`src/rtl/nes_pkg.sv`:
```
package nes_pkg;
  typedef enum logic [2:0] {
    ST_IDLE,
    ST_PP_RD,
    ST_PP_PGM,
    ST_ER_PULSE,
    ST_ER_RD,
    ST_RC_RD,
    ST_RC_SOFT,
    ST_DONE
  } nes_state_e;
endpackage

```
`src/rtl/nes_try_ctr.sv`:
```
module nes_try_ctr #(
  parameter int LIMIT = 3
) (
  input  logic clk,
  input  logic rst_n,
  input  logic clr,
  input  logic inc,
  output logic at_lim
);
  localparam int CW = $clog2(LIMIT + 1);
  logic [CW-1:0] cnt;

  always_ff @(posedge clk or negedge rst_n) begin
    if (!rst_n)              cnt <= '0;
    else if (clr)            cnt <= '0;
    else if (inc && !at_lim) cnt <= cnt + 1'b1;
  end

  assign at_lim = (cnt == CW'(LIMIT));

  AST_CTR_BOUND: assert property (@(posedge clk) disable iff (!rst_n)
    cnt <= CW'(LIMIT));
endmodule

```
`src/rtl/nes_word_idx.sv`:
```
module nes_word_idx #(
  parameter int WORDS = 8
) (
  input  logic                       clk,
  input  logic                       rst_n,
  input  logic                       clr,
  input  logic                       adv,
  output logic [$clog2(WORDS)-1:0]   idx,
  output logic                       last
);
  localparam int WW = $clog2(WORDS);

  always_ff @(posedge clk or negedge rst_n) begin
    if (!rst_n)    idx <= '0;
    else if (clr)  idx <= '0;
    else if (adv)  idx <= idx + 1'b1;
  end

  assign last = (idx == WW'(WORDS - 1));

  AST_IDX_ORDER: assert property (@(posedge clk) disable iff (!rst_n)
    (adv && !clr) |=> (idx == $past(idx) + 1'b1));
endmodule

```
`src/rtl/nes_word_eval.sv`:
```
module nes_word_eval #(
  parameter int DATA_W = 8
) (
  input  logic [DATA_W-1:0] data,
  output logic              all_zero,
  output logic              all_one
);
  assign all_zero = (data == '0);
  assign all_one  = (data == '1);
endmodule

```
`src/rtl/nor_erase_seq.sv`:
```
module nor_erase_seq #(
  parameter int SECTORS    = 4,
  parameter int WORDS      = 8,
  parameter int DATA_W     = 8,
  parameter int PGM_TRIES  = 3,
  parameter int ERASE_MAX  = 4,
  parameter int SOFT_TRIES = 2,
  localparam int SECT_W    = $clog2(SECTORS),
  localparam int WORD_W    = $clog2(WORDS),
  localparam int ADDR_W    = SECT_W + WORD_W
) (
  input  logic              clk,
  input  logic              rst_n,
  input  logic              cmd_valid,
  input  logic [SECT_W-1:0] cmd_sector,
  output logic              busy,
  output logic              done,
  output logic              done_ok,
  output logic [ADDR_W-1:0] arr_addr,
  output logic              arr_rd,
  input  logic [DATA_W-1:0] arr_rdata,
  input  logic              arr_overerase,
  output logic              arr_pgm,
  output logic [DATA_W-1:0] arr_pgm_mask,
  output logic              arr_erase,
  output logic              arr_soft
);
  import nes_pkg::*;

  nes_state_e state, nxt;
  logic [SECT_W-1:0] sect_q;
  logic [DATA_W-1:0] mask_q;
  logic              ok_q;
  logic [WORD_W-1:0] widx;
  logic              wlast, rd_zero, rd_one;
  logic              idx_clr, idx_adv;
  logic              pt_clr, pt_inc, pt_lim;
  logic              er_clr, er_inc, er_lim;
  logic              st_clr, st_inc, st_lim;
  logic              set_pass, set_fail;

  nes_word_idx #(.WORDS(WORDS)) u_idx (
    .clk(clk), .rst_n(rst_n), .clr(idx_clr), .adv(idx_adv),
    .idx(widx), .last(wlast));

  nes_word_eval #(.DATA_W(DATA_W)) u_eval (
    .data(arr_rdata), .all_zero(rd_zero), .all_one(rd_one));

  nes_try_ctr #(.LIMIT(PGM_TRIES)) u_pgm_try (
    .clk(clk), .rst_n(rst_n), .clr(pt_clr), .inc(pt_inc), .at_lim(pt_lim));

  nes_try_ctr #(.LIMIT(ERASE_MAX)) u_er_cnt (
    .clk(clk), .rst_n(rst_n), .clr(er_clr), .inc(er_inc), .at_lim(er_lim));

  nes_try_ctr #(.LIMIT(SOFT_TRIES)) u_soft_try (
    .clk(clk), .rst_n(rst_n), .clr(st_clr), .inc(st_inc), .at_lim(st_lim));

  always_comb begin
    nxt      = state;
    idx_clr  = 1'b0;
    idx_adv  = 1'b0;
    pt_clr   = 1'b0;
    pt_inc   = 1'b0;
    er_clr   = 1'b0;
    er_inc   = 1'b0;
    st_clr   = 1'b0;
    st_inc   = 1'b0;
    set_pass = 1'b0;
    set_fail = 1'b0;
    case (state)
      ST_IDLE: if (cmd_valid) begin
        nxt     = ST_PP_RD;
        idx_clr = 1'b1;
        pt_clr  = 1'b1;
        er_clr  = 1'b1;
      end
      ST_PP_RD: begin
        if (!rd_zero) begin
          if (pt_lim) begin
            set_fail = 1'b1;
            nxt      = ST_DONE;
          end else begin
            nxt = ST_PP_PGM;
          end
        end else begin
          pt_clr = 1'b1;
          if (wlast) begin
            idx_clr = 1'b1;
            nxt     = ST_ER_PULSE;
          end else begin
            idx_adv = 1'b1;
          end
        end
      end
      ST_PP_PGM: begin
        pt_inc = 1'b1;
        nxt    = ST_PP_RD;
      end
      ST_ER_PULSE: begin
        er_inc  = 1'b1;
        idx_clr = 1'b1;
        nxt     = ST_ER_RD;
      end
      ST_ER_RD: begin
        if (!rd_one) begin
          if (er_lim) begin
            set_fail = 1'b1;
            nxt      = ST_DONE;
          end else begin
            nxt = ST_ER_PULSE;
          end
        end else if (wlast) begin
          idx_clr = 1'b1;
          st_clr  = 1'b1;
          nxt     = ST_RC_RD;
        end else begin
          idx_adv = 1'b1;
        end
      end
      ST_RC_RD: begin
        if (arr_overerase) begin
          if (st_lim) begin
            set_fail = 1'b1;
            nxt      = ST_DONE;
          end else begin
            nxt = ST_RC_SOFT;
          end
        end else begin
          st_clr = 1'b1;
          if (wlast) begin
            set_pass = 1'b1;
            nxt      = ST_DONE;
          end else begin
            idx_adv = 1'b1;
          end
        end
      end
      ST_RC_SOFT: begin
        st_inc = 1'b1;
        nxt    = ST_RC_RD;
      end
      ST_DONE: nxt = ST_IDLE;
      default: nxt = ST_IDLE;
    endcase
  end

  always_ff @(posedge clk or negedge rst_n) begin
    if (!rst_n) begin
      state  <= ST_IDLE;
      sect_q <= '0;
      mask_q <= '0;
      ok_q   <= 1'b0;
    end else begin
      state <= nxt;
      if (state == ST_IDLE && cmd_valid) sect_q <= cmd_sector;
      if (state == ST_PP_RD)             mask_q <= arr_rdata;
      if (set_pass)                      ok_q   <= 1'b1;
      else if (set_fail)                 ok_q   <= 1'b0;
    end
  end

  assign busy         = (state != ST_IDLE);
  assign done         = (state == ST_DONE);
  assign done_ok      = done && ok_q;
  assign arr_addr     = {sect_q, widx};
  assign arr_rd       = (state == ST_PP_RD) || (state == ST_ER_RD) || (state == ST_RC_RD);
  assign arr_pgm      = (state == ST_PP_PGM);
  assign arr_pgm_mask = arr_pgm ? mask_q : '0;
  assign arr_erase    = (state == ST_ER_PULSE);
  assign arr_soft     = (state == ST_RC_SOFT);

  AST_STROBE_EXCL: assert property (@(posedge clk) disable iff (!rst_n)
    $onehot0({arr_rd, arr_pgm, arr_erase, arr_soft}));
  AST_PGM_MASK: assert property (@(posedge clk) disable iff (!rst_n)
    arr_pgm |-> (arr_pgm_mask != '0) && ((arr_pgm_mask & ~$past(arr_rdata)) == '0));
  AST_ERASE_AFTER_READ: assert property (@(posedge clk) disable iff (!rst_n)
    arr_erase |-> $past(arr_rd) && ($past(arr_rdata) == '0 || $past(arr_rdata) != '1));
  AST_SECTOR_HELD: assert property (@(posedge clk) disable iff (!rst_n)
    (busy && $past(busy)) |-> (arr_addr[ADDR_W-1:WORD_W] == $past(arr_addr[ADDR_W-1:WORD_W])));
  AST_DONE_PULSE: assert property (@(posedge clk) disable iff (!rst_n)
    done |=> (!done && !busy));
  AST_BUSY_START: assert property (@(posedge clk) disable iff (!rst_n)
    (!busy && cmd_valid) |=> busy);
endmodule

```
`config.mk`:
```
export PLATFORM = sky130hd
export DESIGN_NAME = nor_erase_seq
export DESIGN_NICKNAME = d
export VERILOG_FILES = /design/src/rtl/nes_pkg.sv /design/src/rtl/nes_try_ctr.sv /design/src/rtl/nes_word_idx.sv /design/src/rtl/nes_word_eval.sv /design/src/rtl/nor_erase_seq.sv
export SDC_FILE = /design/constraint.sdc
export NUM_CORES = 1
export LEC_CHECK = 0
export BUFFER_PORTS_ARGS = -buffer_cell sky130_fd_sc_hd__buf_2
export CAP_MARGIN = 5
export CORE_ASPECT_RATIO = 0.5
export CORE_MARGIN = 2
export CORE_UTILIZATION = 45
export CTS_CLUSTER_DIAMETER = 80
export DETAILED_ROUTE_END_ITERATION = 8
export MAX_ROUTING_LAYER = met4
export PLACE_DENSITY = 0.73
export SKIP_CTS_REPAIR_TIMING = 1
export SYNTH_ARGS = -nofsm -noshare
export SYNTH_HDL_FRONTEND = slang
export SYNTH_SLANG_ARGS = --single-unit
export TNS_END_PERCENT = 20
```
`constraint.sdc`:
```
create_clock -name clk -period 3 [get_ports clk]
set_input_delay 0.15 -clock clk [delete_from_list [all_inputs] [get_ports clk]]
set_output_delay 0.15 -clock clk [all_outputs]
set_load 0.1 [all_outputs]
```
# Yosys cells after proc, flatten, opt, wreduce, memory -nomap -nowiden
# Index checks and enable logic that the tools add are counted.
# op_classes
add_sub_neg	4
eq_ne	16
n_mux	49
reduce_logical	19
# op_table
cell	n
$mux W3	13
$mux W1	25
$pmux W3 S8	1
$eq A3 B3 Y1 const B	6
$reduce_bool A2 Y1	5
$ne A3 B2 Y1 const B	3
$eq A8 B8 Y1 const B	1
$logic_not A8 Y1	1
$mux W2	4
$mux W8	1
$add A3 B1 Y3 const B	2
$eq A3 B2 Y1 const B	2
$pmux W1 S3	2
$logic_and A1 B1 Y1	5
$add A2 B1 Y2 const B	2
$eq A2 B2 Y1 const B	2
$pmux W1 S2	2
$pmux W1 S4	1
$reduce_and A4 Y1	1
$eq A3 B1 Y1 const B	1
$logic_not A1 Y1	3
$logic_not A3 Y1	1
$reduce_bool A3 Y1	1
$logic_or A1 B1 Y1	2
$ne A2 B2 Y1 const B	1
# totals
regBits	24
elab_cells	96

# Depth between registers and ports, before layout
# depth
word_depth	6
mapped_depth	6

# Hierarchy
# Synthesis repeated with hierarchy kept, for this count alone.
# unflattened
cells_unflattened	148
hier_area_um2	1501.4
# modules_own_cells
mod	n_inst	cells_per_inst	area_per_inst_um2	seq_area_each_um2
nor_erase_seq	1	92	874.6	350.3
nes_try_ctr (u_er_cnt)	1	18	197.7	75.1
nes_word_idx	1	11	140.1	75.1
nes_try_ctr (u_soft_try)	1	11	130.1	50.0
nes_try_ctr (u_pgm_try)	1	10	123.9	50.0
nes_word_eval	1	6	35.0	0.0

# Worst setup path before layout
# OpenSTA, ideal clock, no wires.
# synth_timing
path_type	reg2out
start	reg state[2]
end	out arr_pgm_mask[0]
arrival_ns	2.454
path_slack_ns	0.396
path_stages_with_launch	4
path_buffers	1
cell_sequence	dfrtp_1 buf_4 nor3b_4 and2_1
# synth_between
elab_chain_len	2
# synth_rtl
item	line_no	rtl
from (decl)	nor_erase_seq.sv:30	nes_state_e state, nxt;
from (signal assigned)	nor_erase_seq.sv:154	state <= nxt;
$eq A3 B2 Y1	nor_erase_seq.sv:167	assign arr_pgm = (state == ST_PP_PGM);
net arr_pgm	nor_erase_seq.sv:23	output logic arr_pgm,
$mux W8	nor_erase_seq.sv:168	assign arr_pgm_mask = arr_pgm ? mask_q : '0;
to (decl)	nor_erase_seq.sv:24	output logic [DATA_W-1:0] arr_pgm_mask,
# The timed path passes the listed nets, and every way through them passes these cells.

# Worst setup path in the final report
# layout_timing
start	reg state[1]
end	out arr_pgm_mask[4]
# layout_between
elab_chain_len	2
# layout_rtl
item	line_no
$eq A3 B2 Y1	nor_erase_seq.sv:167
$mux W8	nor_erase_seq.sv:168
# Every way passes these cells.

==> results.json <==
{
  "tightest_slew_ps": 598,
  "path_clk_slew_ps": 90,
  "postRouteAntennaNets": 0,
  "reg2reg_to": "u_idx.idx[0]$_DFFE_PN0P_",
  "path_class": "reg2out",
  "synth.yosys.seq_area_share": 0.420,
  "post-dp-hpwl_mm": 2.09,
  "crit_start": "state[1]$_DFFE_PN0P_",
  "cts_buffers": 3,
  "synth_cells": 128,
  "num_vias": 1068,
  "hold_violations": 0,
  "maxCapViolations": 0,
  "ys_warn_count": 0,
  "crit_path_max_fanout": 16,
  "ios": 34,
  "grt_max_degree": 25,
  "antenna_found_initial": 0,
  "finalMaxSlewViolations": 0,
  "grt_pass1_wl_mm": 4.80,
  "grt_pass1_vias": 1003,
  "core_um2": 3010,
  "area_growth_syn_to_layout_pct": 16.8,
  "die_h_um": 43.8,
  "place_congestion": 0.825,
  "mostFrequentLayoutCell": "buf_2",
  "clk_latency_ps": 270,
  "async_flop_share": 1.00,
  "syn_avg_cell_area_um2": 11.2,
  "drive_above_1_share": 0.354,
  "insertedDiodeCount": 0,
  "synth_cell_types": 41,
  "fin_crit_ps": 2140,
  "arrival_ps": 1990,
  "setup_tns_ps": 0,
  "syn-num-nets": 148,
  "synth_edf_count": 0,
  "cts_tree": "done",
  "reg2reg_slack_ps": 1070,
  "routed_wl_mm": 2.81,
  "cts.path.max_buffers": 2,
  "min_to": "sect_q[0]$_DFFE_PN0P_",
  "cp.required_ps": 2850,
  "drtIter0Drc": 59,
  "cts_root_buf": "clkbuf_8",
  "drcViolationCount": 0,
  "r2r_start": "state[0]$_DFFE_PN0P_",
  "grt_usage": 0.172,
  "yosysTopAreaCellShare": 0.420,
  "fin_worst_skew_ps": 6.65,
  "initial_core_util": 0.474,
  "h-tree-depth": 1,
  "final_cell_mix": "buf_2 (33), dfrtp_1 (24), mux2_2 (11)",
  "grt_setup_unrepaired": "false",
  "io_buffers": 33,
  "synth-seq-cells": 24,
  "first_pass_iters": 4,
  "slew_headroom": 0.601,
  "synth_top_area_cell": "dfrtp_1",
  "holdPathStages": 2,
  "cts.sinks": 24,
  "fillers": 278,
  "fin_nets": 182,
  "fin_crit_sh": 0.714,
  "dieArea_um2": 3670,
  "num_rows": 14,
  "netlist_area_um2": 1430,
  "synth-main-ff-cell": "dfrtp_1",
  "fmax_mhz": 467,
  "start_kind": "register",
  "viasPerCell": 5.31,
  "r2r_cells": 5,
  "setup_viol": 0,
  "status": "completed",
  "critPathCaptureType": "output port",
  "holdCritStartpoint": "cmd_sector[0]",
  "wl_per_cell_um": 14.0,
  "die_width_um": 83.7,
  "synth_area_leaders": "dfrtp_1 (42%), mux2_2 (8.7%), ha_1 (5.3%)",
  "hold_path_class": "in2reg",
  "grt_overflow": 0
}
## per-stage QoR
step / instances / hold WS, ps / setup slack [ps] / cell area, um^2 / utilization
finish: 201 / 116 / 859 / 1670 / 0.554
detailed placement: 196 / 167 / 1110 / 1600 / 0.532
global placement: 196 / 169 / 1170 / 1600 / 0.532
CTS: 200 / -126 / 861 / 1660 / 0.551
global route: 201 / 110 / 752 / 1670 / 0.554
floorplan: 128 / -146 / 396 / 1430 / -
## how the worst max path moves through the flow
| stage | slack, ps | cells after the start | endpoint |
|---|---|---|---|
| detailed placement | 1110 | 5 | u_idx.idx[0]$_DFFE_PN0P_ |
| global placement | 1170 | 5 | u_idx.idx[0]$_DFFE_PN0P_ |
| CTS | 860 | 3 | arr_pgm_mask[5] |
| floorplan | 400 | 3 | arr_pgm_mask[0] |
| finish | 860 | 3 | arr_pgm_mask[4] |
| global route | 750 | 3 | arr_pgm_mask[5] |
## flip-flops by register name, indices dropped and copies added (netlist names)
| register | count |
|---|---|
| ok_q | 1 |
| u_soft_try.cnt | 2 |
| u_idx.idx | 3 |
| u_pgm_try.cnt | 2 |
| sect_q | 2 |
| state | 3 |
| u_er_cnt.cnt | 3 |
| mask_q | 8 |
## kinds of logic after synthesis
family,synth area share
xor+xnor,0.0245
compound gates,0.0955
simple gates,0.260
mux,0.101
flops,0.420
buf+inv,0.0464
fa+ha+maj,0.0525
## cell type report
class / instances / area, um^2 / share of cell area
Multi-Input combinational cell: 93 / 762 / 0.457
Tap cell: 40 / 50.0 / 0.0300
Sequential cell: 24 / 601 / 0.360
Inverter: 5 / 18.8 / 0.0112
Clock buffer: 4 / 55.1 / 0.0330
Timing Repair Buffer: 35 / 183 / 0.109
## worst max-delay path, cell delays in order (launching register included)
cell	delay, ps
dfrtp_1	660
nor3b_4	440
and2_1	190
buf_2	420
## Yosys cell counts, types with 2 or more instances
master	n
a211oi_1	2
a21oi_1	3
a22o_1	2
and2_1	10
and3b_1	2
and4_1	2
buf_2	2
buf_4	2
buf_6	2
dfrtp_1	24
ha_1	6
inv_1	5
mux2_2	11
mux2i_1	2
nand2_1	8
nand3_1	6
nand4_1	2
nand4bb_1	2
nor2_1	9
nor4_1	2
o2111ai_1	2
xnor2_1	3
## layer usage
| metal | part of all wire | GRT usage |
|---|---|---|
| met4 | 0.0068 | 0.0484 |
| met3 | 0.036 | 0.0400 |
| met2 | 0.46 | 0.267 |
| met1 | 0.50 | 0.231 |
| met5 | 0 | - |
Power is left out: the tool's default activity adds up to more than one toggle a clock period on the data nets, which glitch-free logic cannot reach.
